--- config.mk ---
export PLATFORM = sky130hd
export DESIGN_NAME = sadc_emu
export DESIGN_NICKNAME = d
export VERILOG_FILES = /design/src/rtl/sadc_pkg.sv /design/src/rtl/sadc_pin_sync.sv /design/src/rtl/sadc_ctrl.sv /design/src/rtl/sadc_dpath.sv /design/src/rtl/sadc_emu.sv
export SDC_FILE = /design/constraint.sdc
export NUM_CORES = 1
export LEC_CHECK = 0
export ABC_AREA = 1
export BUFFER_PORTS_ARGS = -buffer_cell sky130_fd_sc_hd__buf_2
export CAP_MARGIN = 20
export CORE_AREA = 2 2 59 61
export DETAILED_ROUTE_END_ITERATION = 8
export DIE_AREA = 0 0 61 63
export PLACE_DENSITY = 0.77
export SLEW_MARGIN = 25
export SYNTH_ARGS = -nofsm -noshare
export SYNTH_HDL_FRONTEND = slang
export SYNTH_SLANG_ARGS = --single-unit
--- constraint.sdc ---
create_clock -name clk -period 2.6 [get_ports clk]
set_input_delay 0.39 -clock clk [delete_from_list [all_inputs] [get_ports clk]]
set_output_delay 0.39 -clock clk [all_outputs]
set_load 0.005 [all_outputs]
--- src/rtl/sadc_pkg.sv ---
package sadc_pkg;

  typedef enum logic [1:0] {
    ST_IDLE  = 2'd0,
    ST_CONV  = 2'd1,
    ST_SLEEP = 2'd2,
    ST_XMIT  = 2'd3
  } adcState_t;

  // strobes from control to datapath
  typedef struct packed {
    logic captureSample;  // store parallel input as the result word
    logic invalidWord;    // store an all-zero word instead
    logic loadWord;       // copy result word into the shifter
    logic shiftBit;       // advance the shifter one bit
  } dpStrobe_t;

endpackage

--- src/rtl/sadc_pin_sync.sv ---
module sadc_pin_sync #(
  parameter int N = 2
) (
  input  logic         clk,
  input  logic         rstN,
  input  logic [N-1:0] pinsIn,
  output logic [N-1:0] lvl,
  output logic [N-1:0] rise,
  output logic [N-1:0] fall
);

  for (genvar i = 0; i < N; i++) begin : g_pin
    logic metaQ, syncQ, prevQ;

    always_ff @(posedge clk or negedge rstN) begin
      if (!rstN) begin
        metaQ <= 1'b0;
        syncQ <= 1'b0;
        prevQ <= 1'b0;
      end else begin
        metaQ <= pinsIn[i];
        syncQ <= metaQ;
        prevQ <= syncQ;
      end
    end

    assign lvl[i]  = syncQ;
    assign rise[i] = syncQ & ~prevQ;
    assign fall[i] = ~syncQ & prevQ;
  end

endmodule

--- src/rtl/sadc_ctrl.sv ---
module sadc_ctrl
  import sadc_pkg::*;
#(
  parameter int CONV_CYCLES = 40
) (
  input  logic       clk,
  input  logic       rstN,
  input  logic       convRise,
  input  logic       convFall,
  input  logic       sclkFall,
  output dpStrobe_t  strobe,
  output logic       sdoEn,
  output logic       convErr
);

  localparam int TW = $clog2(CONV_CYCLES + 1);
  localparam logic [TW-1:0] TIMER_LOAD = TW'(CONV_CYCLES);

  adcState_t       state;
  logic [TW-1:0]   timer;
  logic            timerBusy;
  logic            readable;

  assign timerBusy = (timer != '0);
  assign readable  = (state == ST_CONV) || (state == ST_SLEEP);

  always_ff @(posedge clk or negedge rstN) begin
    if (!rstN) begin
      state   <= ST_IDLE;
      timer   <= '0;
      convErr <= 1'b0;
    end else if (convRise) begin
      state   <= ST_CONV;
      timer   <= TIMER_LOAD;
      convErr <= timerBusy;
    end else begin
      if (timerBusy) timer <= timer - 1'b1;
      unique case (state)
        ST_CONV: begin
          if (convFall)        state <= ST_XMIT;
          else if (!timerBusy) state <= ST_SLEEP;
        end
        ST_SLEEP: if (convFall) state <= ST_XMIT;
        default: ;
      endcase
    end
  end

  always_comb begin
    strobe.captureSample = convRise && !timerBusy;
    strobe.invalidWord   = convRise && timerBusy;
    strobe.loadWord      = convFall && readable && !convRise;
    strobe.shiftBit      = sclkFall && (state == ST_XMIT) && !convRise;
  end

  assign sdoEn = (state == ST_XMIT);


  no_drive_conv_chk: assert property (@(posedge clk) disable iff (!rstN)
    convRise |=> !sdoEn);


  sleep_entry_chk: assert property (@(posedge clk) disable iff (!rstN)
    (state == ST_CONV && !timerBusy && !convFall && !convRise) |=> (state == ST_SLEEP && !sdoEn));


  drive_on_fall_chk: assert property (@(posedge clk) disable iff (!rstN)
    (convFall && readable && !convRise) |=> sdoEn);


  early_rise_err_chk: assert property (@(posedge clk) disable iff (!rstN)
    (convRise && timerBusy) |=> convErr);


  clean_rise_clear_chk: assert property (@(posedge clk) disable iff (!rstN)
    (convRise && !timerBusy) |=> !convErr);

endmodule

--- src/rtl/sadc_dpath.sv ---
module sadc_dpath
  import sadc_pkg::*;
#(
  parameter int W = 12
) (
  input  logic         clk,
  input  logic         rstN,
  input  logic [W-1:0] sampleIn,
  input  dpStrobe_t    strobe,
  output logic         sdoData
);

  localparam int CW = $clog2(W + 1);
  localparam logic [CW-1:0] CNT_MAX = CW'(W);

  logic [W-1:0]  wordReg;
  logic [W-1:0]  shiftReg;
  logic [CW-1:0] bitsSent;

  always_ff @(posedge clk or negedge rstN) begin
    if (!rstN) begin
      wordReg <= '0;
    end else if (strobe.captureSample) begin
      wordReg <= sampleIn;
    end else if (strobe.invalidWord) begin
      wordReg <= '0;
    end
  end

  always_ff @(posedge clk or negedge rstN) begin
    if (!rstN) begin
      shiftReg <= '0;
      bitsSent <= '0;
    end else if (strobe.loadWord) begin
      shiftReg <= wordReg;
      bitsSent <= '0;
    end else if (strobe.shiftBit) begin
      shiftReg <= {shiftReg[W-2:0], 1'b0};
      if (bitsSent != CNT_MAX) bitsSent <= bitsSent + 1'b1;
    end
  end

  assign sdoData = shiftReg[W-1];


  first_bit_chk: assert property (@(posedge clk) disable iff (!rstN)
    strobe.loadWord |=> sdoData == $past(wordReg[W-1]));


  zeros_after_word_chk: assert property (@(posedge clk) disable iff (!rstN)
    (bitsSent == CNT_MAX) |-> !sdoData);


  word_hold_chk: assert property (@(posedge clk) disable iff (!rstN)
    (!strobe.captureSample && !strobe.invalidWord) |=> $stable(wordReg));

endmodule

--- src/rtl/sadc_emu.sv ---
module sadc_emu
  import sadc_pkg::*;
#(
  parameter int W           = 12,
  parameter int CONV_CYCLES = 40
) (
  input  logic         clk,
  input  logic         rstN,
  input  logic [W-1:0] sampleIn,
  input  logic         convPin,
  input  logic         sclkPin,
  output logic         sdoData,
  output logic         sdoEn,
  output logic         convErr
);

  localparam int PIN_CONV = 0;
  localparam int PIN_SCLK = 1;

  logic [1:0] pinLvl, pinRise, pinFall;
  dpStrobe_t  strobe;

  sadc_pin_sync #(.N(2)) u_sync (
    .clk    (clk),
    .rstN   (rstN),
    .pinsIn ({sclkPin, convPin}),
    .lvl    (pinLvl),
    .rise   (pinRise),
    .fall   (pinFall)
  );

  sadc_ctrl #(.CONV_CYCLES(CONV_CYCLES)) u_ctrl (
    .clk      (clk),
    .rstN     (rstN),
    .convRise (pinRise[PIN_CONV]),
    .convFall (pinFall[PIN_CONV]),
    .sclkFall (pinFall[PIN_SCLK]),
    .strobe   (strobe),
    .sdoEn    (sdoEn),
    .convErr  (convErr)
  );

  sadc_dpath #(.W(W)) u_dpath (
    .clk      (clk),
    .rstN     (rstN),
    .sampleIn (sampleIn),
    .strobe   (strobe),
    .sdoData  (sdoData)
  );


  idle_clock_chk: assert property (@(posedge clk) disable iff (!rstN)
    (!sdoEn && pinFall[PIN_SCLK] && !pinFall[PIN_CONV]) |=> $stable(sdoData));

  logic unusedLvl;
  assign unusedLvl = ^pinLvl;

endmodule

After elaboration in Yosys (flattened, before gate mapping)
Index checks and enable logic that the tools add are counted.

Register bits: 39. Input port bits: 16. Output and inout bits: 3. Logic and storage cells: 49.

$add $sub $neg: 1. Equal/unequal tests: 5. Mux-type cells: 11. Bitwise gates (word level): 6. Reductions and logical operators: 15.

Operators by type and width (count): 12-bit 2-to-1 mux (4); 6-bit 2-to-1 mux (2); 2-bit 2-to-1 mux (4); 1-bit logical AND (6); 2-bit nonzero test (3); 6-bit nonzero test (1); 6-bit by 1-bit subtractor with 6-bit output (second input constant) (1); 2-bit equality test (second input constant) (2); 4-bit by 2-bit != test with 1-bit output (second input constant) (1); 2-bit one-hot mux with 2 select lines (1); 1-bit AND (3); 3-bit by 1-bit != test with 1-bit output (second input constant) (1); 1-bit inverter (3); 3-bit AND reduction (1); 3-bit nonzero test (1); 2-bit by 1-bit equality test with 1-bit output (second input constant) (1); 1-bit zero test (2); 1-bit logical OR (1).

Logic depth before layout (Yosys ltp)
Word-level depth: 6. Depth in mapped cells: 10. Depth with buffers taken out: 9.

Modules after synthesis
A second synthesis with hierarchy kept.

Cells, all modules: 229. Area, all modules: 1820.5 um^2.

By module, submodules not included: sadc_dpath (instances 1, cells an instance 139, area an instance 1052.3 um^2, seq. area each 600.6 um^2); sadc_ctrl (instances 1, cells an instance 74, area an instance 573.0 um^2, seq. area each 225.2 um^2); sadc_pin_sync (instances 1, cells an instance 16, area an instance 195.2 um^2, seq. area each 150.1 um^2).

Least setup slack after synthesis
Ideal clock, no wire load.

Kind: reg2reg. Start point: reg u_sync.g_pin[0].syncQ. End point: reg u_dpath.shiftReg[11]. Library setup time: 0.117 ns. Arrival: 1.218 ns. Data required time: 2.483 ns. Slack: 1.266 ns. Stages on the path, launching flop included: 9. Buffers on the path: 1. Period minus slack after synthesis: 1.334 ns. Path through: dfrtp_1 -> ha_1 -> inv_2 -> nand3_4 -> nand2_2 -> inv_2 -> buf_6 -> nand2_1 -> nand2_1.

Elaborated cells between the ends (all ways): 9. Those cells by class: mux: 1; bitwise: 3; reduce/logical: 5.

RTL lines: start, declared (line sadc_pin_sync.sv:13) `logic metaQ, syncQ, prevQ;`; start signal, assigned (line sadc_pin_sync.sv:22) `syncQ <= metaQ;`; 1-bit AND * (line sadc_pin_sync.sv:28) `assign rise[i] = syncQ & ~prevQ;`; net u_ctrl.convRise (line sadc_ctrl.sv:8) `input logic convRise,`; 1-bit zero test * (line sadc_ctrl.sv:52, sadc_ctrl.sv:53); 1-bit logical AND, on equally long branches (line sadc_ctrl.sv:52, sadc_ctrl.sv:53); 12-bit 2-to-1 mux / 2-bit nonzero test (equally long branches); end signal, assigned (line sadc_dpath.sv:35) `shiftReg <= wordReg;`; end signal, assigned (line sadc_dpath.sv:38) `shiftReg <= {shiftReg[W-2:0], 1'b0};`; end, declared (line sadc_dpath.sv:17) `logic [W-1:0] shiftReg;`.

Mark *: on every way through the listed nets, which the timed path passes. The rest lies on a longest branch. A chain may end at the register's enable or synchronous reset.

Worst setup path in the final report
Start point: reg u_sync.g_pin[0].syncQ. End point: reg u_dpath.shiftReg[3].

The elaborated chain is that of the path after synthesis.

==> flow_summary.toml <==
[sta]
setup_viol = 0
finalCritPeriodShare = 0.638
setup_repair_after_global_routing_missed_its_margin = "no"
fmaxAchievable_ghz = 0.603
hold_viol = 0
clock-skew-final_ps = 8.22
timing_max_transition_violations_final = 0
period_needed_ps = 1660
slew-limit-headroom = 0.456
timing_worst_slew_pin_value_ps = 816
fin_tns_setup_ps = 0

[setup_path]
worst-endpoint-required_ps = 2840
startpoint_type = "flip-flop"
cp.arrival_ps = 1900
cp-end-kind = "flip-flop"
path_class = "reg -> reg"
worstPathMaxFanout = 13

[flow_run]
max_capacitance_violation_count = 0

[power]
leakage_power_of_the_design_nw = 1.14
worst_supply_voltage_drop_on_vdd_mv = 0.529
p_total_mw = 1.68
comb_power_share = 0.293
power_switching_share = 0.353
power.density_nw_per_um2 = 849
p_clk_frac = 0.204
seq_power_share = 0.503
internal_power_mw = 1.09
total_switching_power_mw = 0.594

[clock_tree]
clk_pin_slew_worst_setup_hold_paths_ps = 110
h_tree_depth_reported_by_cts = 2
cts_tree = "yes"
cts_repair_resize_count = 0
post_cts_hold_buffer_count = 0
cts.sink_count = 39
clock_path_buffers = 2
clock_latency_ps = 340
postCtsSetupBuffers = 0
cts-buffers-inserted = 5
cts-root-buf = "sky130_fd_sc_hd__clkbuf_4"

[status]
status = "complete, no violations"

[detailed_routing]
vias = 1325
wirelength_um = 3110
drcViolationCount = 0
initialDrtViolationCount = 45
detail-route-antenna-nets = 0
dr.pass1.iters = 4
detail_route.vias_per_cell = 4.68
wl_per_cell_um = 11.0

[synth]
yosys_top_cell_area_share = 0.538
post-synth-top-count-cell = "sky130_fd_sc_hd__nand2_1"
dominant_synthesized_flop_cell = "sky130_fd_sc_hd__dfrtp_1"
synth.yosys.seq_area_share = 0.538
netlist_area_um2 = 1820
synth_seq_cells = 39
cell_count_after_synthesis = 217
synth_cell_types = 18
cell_type_with_the_highest_aggregate_area_in_the_netlist = "sky130_fd_sc_hd__dfrtp_1"
mappedNetlistNets = 240
yosys-top-cells-count = "sky130_fd_sc_hd__nand2_1, sky130_fd_sc_hd__dfrtp_1, sky130_fd_sc_hd__nand3_1"
synth_edf_count = 0
synth_warnings = 0
synth_top_cells_by_area = "sky130_fd_sc_hd__dfrtp_1, sky130_fd_sc_hd__nand2_1, sky130_fd_sc_hd__nand3_1, sky130_fd_sc_hd__ha_1, sky130_fd_sc_hd__inv_1"
syn-mean-instance-area_um2 = 8.37
asyncSetResetFlopFracSynth = 1.00

[cells_and_area]
design.final.nets = 259
area.growth.synth_to_final_pct = 9.30
num_antenna_cells = 0
fraction_of_final_layout_cells_sized_beyond_drive_strength_1 = 0.148
finish.utilization = 0.614
post_layout_nonfiller_instances = 283

[global_route]
gr-usage-all-layers = 0.187
antenna_found_initial = 0
first_global_vias = 1209
maximum_number_of_pins_on_one_net_before_global_route_repair = 40
grt_first_pass_wirelength_um = 5290
global_route.overflow_total = 0

[place]
gp_congestion = 0.832
place_hpwl_um = 2270
placedCellCount = 275
place.port_buffers = 18

[floorplanning]
die_outline_area_um2 = 3840
initial_utilization = 0.562
fp.dieW_um = 61
rows = 21
io-pin-count = 19
dieHeight_um = 63
core_region_area_um2 = 3230

[min_path]
holdCritPathClass = "in -> async"
[metrics by stage]
step | worst slack, ps | hold slack, ps | cell area (um2)
final | 941 | 132 | 1980
after global routing | 768 | 119 | 1980
after CTS | 941 | 145 | 1980
after detailed placement | 961 | 340 | 1920
after global placement | 1000 | 337 | 1920
after floorplan | 1270 | 94.4 | 1820
[critical path: stages (launching register included)]
cell	delay, ps
sky130_fd_sc_hd__dfrtp_1	420
sky130_fd_sc_hd__ha_1	260
sky130_fd_sc_hd__inv_2	180
sky130_fd_sc_hd__nand3_4	180
sky130_fd_sc_hd__nand2_2	240
sky130_fd_sc_hd__inv_2	140
sky130_fd_sc_hd__nand2_1	90
sky130_fd_sc_hd__nand2_1	50
[cells by family after synthesis]
family,synth area share
buffers and inverters,0.0593
AO/OA/AOI/OAI,0.0110
XOR/XNOR,0.00965
AND/OR/NAND/NOR,0.334
flip-flops,0.538
adder cells (fa/ha/maj),0.0482
[power by group through the flow]
stage               combinational, mW  clock (mW)  sequential, mW
floorplan                       0.419           0           0.828
global placement                0.487           0           0.858
detailed placement              0.496           0           0.856
CTS                             0.499       0.350           0.845
global route                    0.584       0.381           0.861
finish                          0.494       0.343           0.847
[registers in the layout (all words and copies together), names as in the netlist]
signal,flops
u_sync.g_pin.prevQ,2
u_sync.g_pin.metaQ,2
u_ctrl.state,2
u_ctrl.convErr,1
u_dpath.shiftReg,12
u_ctrl.timer,6
u_sync.g_pin.syncQ,2
u_dpath.wordReg,12
[cell usage in the layout (no fill, tap or decap), drive strengths merged]
master / count
nor2: 12
xor2: 2
a21oi: 1
nand2: 111
buf: 19
ha: 7
inv: 14
nand3: 21
dfrtp: 39
o21ai: 3
clkbuf: 8
[area by class of cell]
cell class              instances  area (um2)
multi-input cells             157         732
repair buffers                 19        97.6
fillers                       274        1250
flip-flops and latches         39         976
clock buffers                   8        68.8
inverters                      14        52.6
well taps                      46        57.6
[final timing paths]
path	startpoint	endpoint	slack, ps	cells after the start
max in group asynchronous	rstN	u_dpath.shiftReg[9]$_DFFE_PN0P_	1950	1
hold / removal	rstN	u_ctrl.state[0]$_DFFE_PN0P_	130	1
setup reg to reg	u_sync.g_pin[0].syncQ$_DFF_PN0_	u_dpath.shiftReg[3]$_DFFE_PN0P_	940	7
min in group clk	sclkPin	u_sync.g_pin[1].metaQ$_DFF_PN0_	160	1
setup / recovery	u_sync.g_pin[0].syncQ$_DFF_PN0_	u_dpath.shiftReg[3]$_DFFE_PN0P_	940	7
hold reg to reg	u_sync.g_pin[1].metaQ$_DFF_PN0_	u_sync.g_pin[1].syncQ$_DFF_PN0_	360	0
[layer usage]
metal	global-route usage	share of wire
met1	0.283	0.53
met2	0.259	0.42
met3	0.0621	0.040
met4	0.0489	0.011
met5	0	0
Note: power is estimated with default switching activity, not from simulation.
